## src/rtl/pwr_seq_pkg.sv

```systemverilog
package pwr_seq_pkg;
  typedef enum logic [1:0] {
    MODE_OFF   = 2'd0,
    MODE_STBY  = 2'd1,
    MODE_NORM  = 2'd2,
    MODE_THERM = 2'd3
  } pwr_mode_e;
endpackage

```

## src/rtl/pwr_seq_sync.sv

```systemverilog
module pwr_seq_sync #(
  parameter int               WIDTH   = 1,
  parameter int               STAGES  = 2,
  parameter logic [WIDTH-1:0] RST_VAL = '0
) (
  input  logic             clk_i,
  input  logic             rst_ni,
  input  logic [WIDTH-1:0] d_i,
  output logic [WIDTH-1:0] q_o
);
  logic [STAGES-1:0][WIDTH-1:0] stage_q;

  generate
    if (STAGES == 1) begin : g_single
      always_ff @(posedge clk_i or negedge rst_ni) begin
        if (!rst_ni) stage_q <= RST_VAL;
        else         stage_q <= d_i;
      end
    end else begin : g_chain
      always_ff @(posedge clk_i or negedge rst_ni) begin
        if (!rst_ni) stage_q <= {STAGES{RST_VAL}};
        else         stage_q <= {stage_q[STAGES-2:0], d_i};
      end
    end
  endgenerate

  assign q_o = stage_q[STAGES-1];
endmodule

```

## src/rtl/pwr_seq_timer.sv

```systemverilog
module pwr_seq_timer #(
  parameter int DELAY = 6000
) (
  input  logic clk_i,
  input  logic rst_ni,
  input  logic in_normal_i,
  input  logic count_en_i,
  output logic done_o
);
  localparam int CW = $clog2(DELAY + 1);

  logic [CW-1:0] cnt_q, cnt_d;

  assign done_o = (cnt_q == CW'(DELAY));

  always_comb begin
    cnt_d = cnt_q;
    if (!in_normal_i)                cnt_d = '0;
    else if (count_en_i && !done_o)  cnt_d = cnt_q + 1'b1;
  end

  always_ff @(posedge clk_i or negedge rst_ni) begin
    if (!rst_ni) cnt_q <= '0;
    else         cnt_q <= cnt_d;
  end

  // once the window has elapsed it stays elapsed while Normal persists
  assert_window_sticky_R4: assert property (@(posedge clk_i) disable iff (!rst_ni)
    (done_o && in_normal_i) |=> done_o);
  // leaving Normal restarts the window
  assert_window_restart_R4: assert property (@(posedge clk_i) disable iff (!rst_ni)
    !in_normal_i |=> !done_o);
endmodule

```

## src/rtl/pwr_seq_keep.sv

```systemverilog
module pwr_seq_keep
  import pwr_seq_pkg::*;
(
  input  logic      clk_i,
  input  logic      rst_ni,
  input  pwr_mode_e mode_i,
  input  logic      force_dflt_i,
  input  logic      accept_i,
  input  logic      wr_en_i,
  input  logic      wr_keep1_i,
  input  logic      wr_keep2_i,
  output logic      keep1_o,
  output logic      keep2_o
);
  logic keep1_q, keep2_q, keep1_d, keep2_d;
  logic reg2_off, wr_take;

  assign reg2_off = (mode_i == MODE_OFF) || (mode_i == MODE_THERM);
  assign wr_take  = wr_en_i && accept_i;

  always_comb begin
    keep1_d = keep1_q;
    keep2_d = keep2_q;
    if (reg2_off) begin
      keep1_d = 1'b0;
      keep2_d = 1'b0;
    end else if (force_dflt_i) begin
      keep1_d = 1'b1;
      keep2_d = 1'b1;
    end else if (wr_take) begin
      keep1_d = wr_keep1_i;
      keep2_d = wr_keep2_i;
    end
  end

  always_ff @(posedge clk_i or negedge rst_ni) begin
    if (!rst_ni) begin
      keep1_q <= 1'b0;
      keep2_q <= 1'b0;
    end else begin
      keep1_q <= keep1_d;
      keep2_q <= keep2_d;
    end
  end

  assign keep1_o = keep1_q;
  assign keep2_o = keep2_q;

  // second regulator off wipes both retention bits
  assert_cleared_when_off_R8: assert property (@(posedge clk_i) disable iff (!rst_ni)
    (mode_i == MODE_OFF) |=> (!keep1_o && !keep2_o));
  // without accept, reset or power loss the bits hold
  assert_write_gated_R5: assert property (@(posedge clk_i) disable iff (!rst_ni)
    (!accept_i && !force_dflt_i && !reg2_off) |=> ($stable(keep1_o) && $stable(keep2_o)));
endmodule

```

## src/rtl/pwr_seq_fsm.sv

```systemverilog
module pwr_seq_fsm
  import pwr_seq_pkg::*;
(
  input  logic      clk_i,
  input  logic      rst_ni,
  input  logic      ldo_s_i,
  input  logic      rst_pin_s_ni,
  input  logic      therm_s_i,
  input  logic      keep1_i,
  input  logic      keep2_i,
  input  logic      done_i,
  output pwr_mode_e mode_o,
  output logic      hold_o,
  output logic      rst_req_o,
  output logic      irq_o
);
  pwr_mode_e mode_q, mode_d;
  logic      hold_q, hold_d;
  logic      rreq_q, rreq_d;
  logic      irq_q, irq_d;

  always_comb begin
    mode_d = mode_q;
    if (therm_s_i) begin
      mode_d = MODE_THERM;
    end else begin
      unique case (mode_q)
        MODE_THERM: mode_d = MODE_NORM;
        MODE_OFF:   if (ldo_s_i) mode_d = MODE_NORM;
        MODE_STBY:  if (ldo_s_i) mode_d = MODE_NORM;
        MODE_NORM: begin
          if (!ldo_s_i && !rreq_q) begin
            if (!keep2_i)      mode_d = MODE_OFF;
            else if (!keep1_i) mode_d = MODE_STBY;
          end
        end
        default:    mode_d = MODE_OFF;
      endcase
    end
  end

  always_comb begin
    hold_d = (mode_d == MODE_NORM) &&
             ((mode_q == MODE_THERM) || (hold_q && !done_i));
    rreq_d = !rst_pin_s_ni || (mode_d == MODE_OFF) ||
             (mode_d == MODE_THERM) || hold_d;
    irq_d  = (mode_d == MODE_THERM) && (mode_q != MODE_THERM);
  end

  always_ff @(posedge clk_i or negedge rst_ni) begin
    if (!rst_ni) begin
      mode_q <= MODE_OFF;
      hold_q <= 1'b0;
      rreq_q <= 1'b1;
      irq_q  <= 1'b0;
    end else begin
      mode_q <= mode_d;
      hold_q <= hold_d;
      rreq_q <= rreq_d;
      irq_q  <= irq_d;
    end
  end

  assign mode_o    = mode_q;
  assign hold_o    = hold_q;
  assign rst_req_o = rreq_q;
  assign irq_o     = irq_q;

  // Standby never drops straight to OFF
  assert_stby_not_off_R6: assert property (@(posedge clk_i) disable iff (!rst_ni)
    (mode_q == MODE_STBY) |=> (mode_q != MODE_OFF));
  // Standby persists while the pin is low and no thermal event
  assert_stby_holds_R6: assert property (@(posedge clk_i) disable iff (!rst_ni)
    (mode_q == MODE_STBY && !ldo_s_i && !therm_s_i) |=> (mode_q == MODE_STBY));
  // interrupt lasts a single cycle
  assert_irq_single_R9: assert property (@(posedge clk_i) disable iff (!rst_ni)
    irq_q |=> !irq_q);
  // recovery from thermal shutdown keeps the logic in reset
  assert_recovery_held_R10: assert property (@(posedge clk_i) disable iff (!rst_ni)
    (mode_q == MODE_THERM && !therm_s_i) |=> (rreq_q && mode_q == MODE_NORM));
endmodule

```

## src/rtl/pwr_mode_seq.sv

```systemverilog
module pwr_mode_seq
  import pwr_seq_pkg::*;
#(
  parameter int CLK_KHZ     = 1200,
  parameter int DELAY_US    = 5000,
  parameter int SYNC_STAGES = 2
) (
  input  logic       clk_i,
  input  logic       arst_ni,
  input  logic       ldo_en_i,
  input  logic       rst_pin_ni,
  input  logic       therm_i,
  input  logic       supply_ok_i,
  input  logic       wr_en_i,
  input  logic       wr_keep1_i,
  input  logic       wr_keep2_i,
  output logic [1:0] mode_o,
  output logic       reg1_en_o,
  output logic       reg2_en_o,
  output logic       accept_o,
  output logic       rst_req_o,
  output logic       therm_stat_o,
  output logic       irq_o
);
  localparam int DELAY = CLK_KHZ * DELAY_US / 1000;
  localparam int NPIN  = 3;

  // power-on reset: asynchronous assert, synchronous release
  logic [1:0] por_q;
  logic       rst_n;
  always_ff @(posedge clk_i or negedge arst_ni) begin
    if (!arst_ni) por_q <= 2'b00;
    else          por_q <= {por_q[0], 1'b1};
  end
  assign rst_n = por_q[1];

  // pin synchronisers: {therm, reset pin, enable pin}
  logic [NPIN-1:0] pin_raw, pin_s;
  assign pin_raw = {therm_i, rst_pin_ni, ldo_en_i};

  pwr_seq_sync #(
    .WIDTH  (NPIN),
    .STAGES (SYNC_STAGES),
    .RST_VAL(3'b000)
  ) u_sync (
    .clk_i (clk_i),
    .rst_ni(rst_n),
    .d_i   (pin_raw),
    .q_o   (pin_s)
  );

  logic ldo_s, rst_pin_s_n, therm_s;
  assign ldo_s       = pin_s[0];
  assign rst_pin_s_n = pin_s[1];
  assign therm_s     = pin_s[2];

  pwr_mode_e mode;
  logic      hold, rreq, irq, done, keep1, keep2, accept;

  pwr_seq_fsm u_fsm (
    .clk_i       (clk_i),
    .rst_ni      (rst_n),
    .ldo_s_i     (ldo_s),
    .rst_pin_s_ni(rst_pin_s_n),
    .therm_s_i   (therm_s),
    .keep1_i     (keep1),
    .keep2_i     (keep2),
    .done_i      (done),
    .mode_o      (mode),
    .hold_o      (hold),
    .rst_req_o   (rreq),
    .irq_o       (irq)
  );

  pwr_seq_timer #(.DELAY(DELAY)) u_timer (
    .clk_i      (clk_i),
    .rst_ni     (rst_n),
    .in_normal_i(mode == MODE_NORM),
    .count_en_i (ldo_s || hold),
    .done_o     (done)
  );

  assign accept = (mode == MODE_NORM) && done && !rreq && supply_ok_i;

  pwr_seq_keep u_keep (
    .clk_i       (clk_i),
    .rst_ni      (rst_n),
    .mode_i      (mode),
    .force_dflt_i(rreq),
    .accept_i    (accept),
    .wr_en_i     (wr_en_i),
    .wr_keep1_i  (wr_keep1_i),
    .wr_keep2_i  (wr_keep2_i),
    .keep1_o     (keep1),
    .keep2_o     (keep2)
  );

  assign mode_o       = mode;
  assign reg1_en_o    = (mode == MODE_NORM);
  assign reg2_en_o    = (mode == MODE_NORM) || (mode == MODE_STBY);
  assign accept_o     = accept;
  assign rst_req_o    = rreq;
  assign therm_stat_o = (mode == MODE_THERM);
  assign irq_o        = irq;

  // a synchronised pin rise always lands in Normal
  assert_pin_wakes_R2: assert property (@(posedge clk_i) disable iff (!rst_n)
    ($rose(ldo_s) && !therm_s) |=> (mode == MODE_NORM));
  // traffic only with both regulators up
  assert_accept_powered_R4: assert property (@(posedge clk_i) disable iff (!rst_n)
    accept_o |-> (reg1_en_o && reg2_en_o));
  // thermal entry raises the interrupt with the status
  assert_irq_on_entry_R9: assert property (@(posedge clk_i) disable iff (!rst_n)
    $rose(therm_stat_o) |-> irq_o);
  // a synchronised reset blocks traffic on the next cycle
  assert_reset_blocks_R7: assert property (@(posedge clk_i) disable iff (!rst_n)
    !rst_pin_s_n |=> !accept_o);
endmodule

```

## config.mk

```make
export PLATFORM = sky130hd
export DESIGN_NAME = pwr_mode_seq
export DESIGN_NICKNAME = d
export VERILOG_FILES = /design/src/rtl/pwr_seq_pkg.sv /design/src/rtl/pwr_seq_sync.sv /design/src/rtl/pwr_seq_timer.sv /design/src/rtl/pwr_seq_keep.sv /design/src/rtl/pwr_seq_fsm.sv /design/src/rtl/pwr_mode_seq.sv
export SDC_FILE = /design/constraint.sdc
export NUM_CORES = 1
export LEC_CHECK = 0
export ABC_AREA = 1
export BUFFER_PORTS_ARGS = -buffer_cell sky130_fd_sc_hd__buf_2
export CORE_MARGIN = 2
export CORE_UTILIZATION = 60
export CTS_BUF_LIST = sky130_fd_sc_hd__clkbuf_4
export CTS_CLUSTER_DIAMETER = 60
export DETAILED_ROUTE_END_ITERATION = 10
export GPL_TIMING_DRIVEN = 0
export PLACE_DENSITY = 0.84
export SLEW_MARGIN = 25
export SYNTH_ARGS = -nofsm -noshare
export SYNTH_HDL_FRONTEND = slang
export SYNTH_SLANG_ARGS = --single-unit
```

## constraint.sdc

```tcl
create_clock -name clk_i -period 1.3 [get_ports clk_i]
set_input_delay 0.065 -clock clk_i [delete_from_list [all_inputs] [get_ports clk_i]]
set_output_delay 0.065 -clock clk_i [all_outputs]
set_load 0.03 [all_outputs]
```

==> results.json <==
{
  "grt-ovfl-total": 0,
  "start_util": 0.619,
  "r2r_slack_ns": -0.33,
  "syn_area_um2": 1510,
  "wl_per_cell_um": 16.3,
  "hold_class": "primary input to asynchronous set/reset pin",
  "coreArea_um2": 2430,
  "timing.fmax_ghz": 0.597,
  "grt_pass1_wl_um": 5690,
  "synth.avg_cell_area_um2": 8.05,
  "cts_buffer_depth": 2,
  "fin_skew_ns": 0.0149,
  "relSlewSlack": 0.628,
  "worstSetupStartpointType": "flop",
  "cts_root_buf": "clkbuf_4",
  "cts.clk_slew.worst_paths_ns": 0.16,
  "die_h_um": 54.1,
  "max_cap_viol_count": 0,
  "vdd_drop_max_v": 0.000970,
  "status": "finished with violations",
  "antenna_found_initial": 0,
  "synth-xor-area-share": 0.00582,
  "yosys.area_share.simple": 0.330,
  "synth_edf_count": 0,
  "cts.sinks": 28,
  "r2r-end": "u_keep.keep1_o",
  "synth_cell_type_count": 28,
  "critPathLaunch": "u_fsm.mode_o[0]",
  "numCtsBuffers": 3,
  "rsz0062_at_grt": "yes",
  "drt_first_iter_violations": 77,
  "synthArstFlopShare": 1.00,
  "setup_viol": 23,
  "synthMuxAreaShare": 0,
  "mostFrequentLayoutCell": "nand2_1",
  "grt_pass1_vias": 1324,
  "hold_slack_ns": 0.0410,
  "place_congestion": 0.939,
  "r2r-start": "u_timer.cnt_q[1]",
  "viasPerCell": 5.88,
  "drive_gt1_frac": 0.383,
  "postRouteWirelength_um": 4240,
  "worst-setup-path-type": "flop to output pin",
  "grt.total_usage": 0.270,
  "synth_compound_area_frac": 0.0599,
  "firstDrtPassIters": 7,
  "drc": 0,
  "synth_fp_nets": 202,
  "finalHoldViolCount": 0,
  "detail-route-antenna-nets": 0,
  "critPathArrivalTime_ns": 1.61,
  "worstPathRequired_ns": 1.24,
  "synth_ff_type": "dfrtp_1",
  "die_area_um2": 2930,
  "final_cell_mix": "34 x nand2_1, 24 x dfrtp_1, 17 x inv_1",
  "synth_top_family_by_area": "simple AND/OR/NAND/NOR gates",
  "seq_area_frac_synth": 0.466,
  "preCtsSetupSlack_ns": -0.337,
  "yosysWarnings": 0,
  "p_leak_nw": 0.942,
  "fp-row-count": 18,
  "ys_ff_latch": 28,
  "end_kind": "output pin",
  "reg2reg_depth": 10,
  "cts_tree": "done",
  "vias": 1529,
  "layout_setup_ws_ns": -0.374,
  "syn_to_final_growth_pct": 39.2,
  "slew_violations": 0,
  "htreeDepth": 1,
  "violations": "setup timing",
  "dpl.hpwl_um": 2420,
  "syn_inst": 187,
  "nets": 246,
  "worstMarginPinSlew_ns": 0.558,
  "finalCritPeriodShare": 1.29,
  "grt_max_degree": 27,
  "num_antenna_cells": 0,
  "insertion_delay_ns": 0.33,
  "fin_crit_ns": 1.67,
  "die_w_um": 54.1,
  "synth_fa_ha_area_frac": 0.0499,
  "io_pins": 17,
  "power_density_nw_per_um2": 1150,
  "io_buffers": 16,
  "path_max_fanout": 2
}
## timing repair
item | in CTS | in global routing
setup buffers | 10 | 9
gates resized for setup | 15 | 25
endpoints found under the setup margin | 21 | 24
pin swaps | 5 | 8
hold buffers | 4 | 0
hold endpoints to repair | 5 | 0
## how the worst max path moves through the flow
stage	endpoint	cells after the start	slack, ns
2_1_floorplan	accept_o	6	-0.21
3_3_place_gp	u_timer.cnt_q[6]	10	-0.30
3_5_place_dp	u_timer.cnt_q[8]	10	-0.34
4_1_cts	accept_o	7	-0.34
5_1_grt	accept_o	7	-0.44
6_report	accept_o	6	-0.37
## critical path, stage by stage, from the launching register on
cell and delay, ns:
dfrtp_2 0.46, inv_4 0.08, ha_4 0.14, clkbuf_16 0.14, inv_8 0.03, nor4_4 0.27
buf_6 0.17
## per-layer routing
metal,vias up,share of wire,track usage
met5,-,0,0
met2,101,0.55,0.490
met3,25,0.059,0.0361
met1,706,0.36,0.314
met4,0,0.031,0.121
li1,697,-,-
## Yosys cell counts (2+ instances only)
cell type / number / share of area
ha_1: 6 / 0.050
dfrtp_1: 27 / 0.45
nor3_1: 5 / 0.017
nand2_4: 2 / 0.015
o21ai_1: 10 / 0.033
nand4_1: 12 / 0.050
o21bai_1: 2 / 0.010
nor2_1: 16 / 0.040
nor3_2: 2 / 0.013
nand2_1: 41 / 0.10
inv_1: 26 / 0.065
nand3_1: 17 / 0.057
nor2_2: 2 / 0.0083
o21ai_0: 3 / 0.010
nand2_2: 2 / 0.0083
a21oi_1: 2 / 0.0067
## flip-flops by register name, indices dropped and copies added (netlist names)
name and flops:
por_q 2, u_fsm.rst_req_o 1, u_timer.cnt_q 13, u_keep.keep1_o 1, u_keep.keep2_o 1, u_fsm.irq_o 1, u_sync.stage_q 3, u_fsm.mode_o 2
u_fsm.hold_o 1, u_sync.q_o 3
## per-stage QoR
step	std cells	TNS, ns	power (mW)	cell area [µm²]	util
after detailed placement	233	-5.14	1.55	1730	0.709
after CTS	251	-4.89	2.26	1960	0.806
final	260	-5.44	2.42	2100	0.862
after floorplan	187	-2.50	1.43	1610	-
after global routing	260	-7.45	2.53	2100	0.862
after global placement	233	-4.42	1.52	1730	0.709
## power breakdown
part	switching (mW)	total (mW)	internal [mW]
logic	0.463	0.835	0.372
registers	0.0625	1.01	0.944
clock network	0.265	0.576	0.312
total	0.790	2.42	1.63
## cell families (layout without fill, tap and decap cells)
logic type	Yosys count	in the layout
fa+ha+maj	6	6
buf+inv	31	74
flops	28	28
other cells	1	1
simple gates	103	103
xor+xnor	1	1
compound gates	17	17
## final cells by class
class                   count  area, µm²
multi-input cells         128        820
flip-flops and latches     28        706
fillers                   120        337
repair buffers             39        310
inverters                  28        123
plain buffers               3       47.5
well taps                  30       37.5
clock inverters             1       30.0
clock buffers               3       22.5
Note: power is estimated with default switching activity, not from simulation.
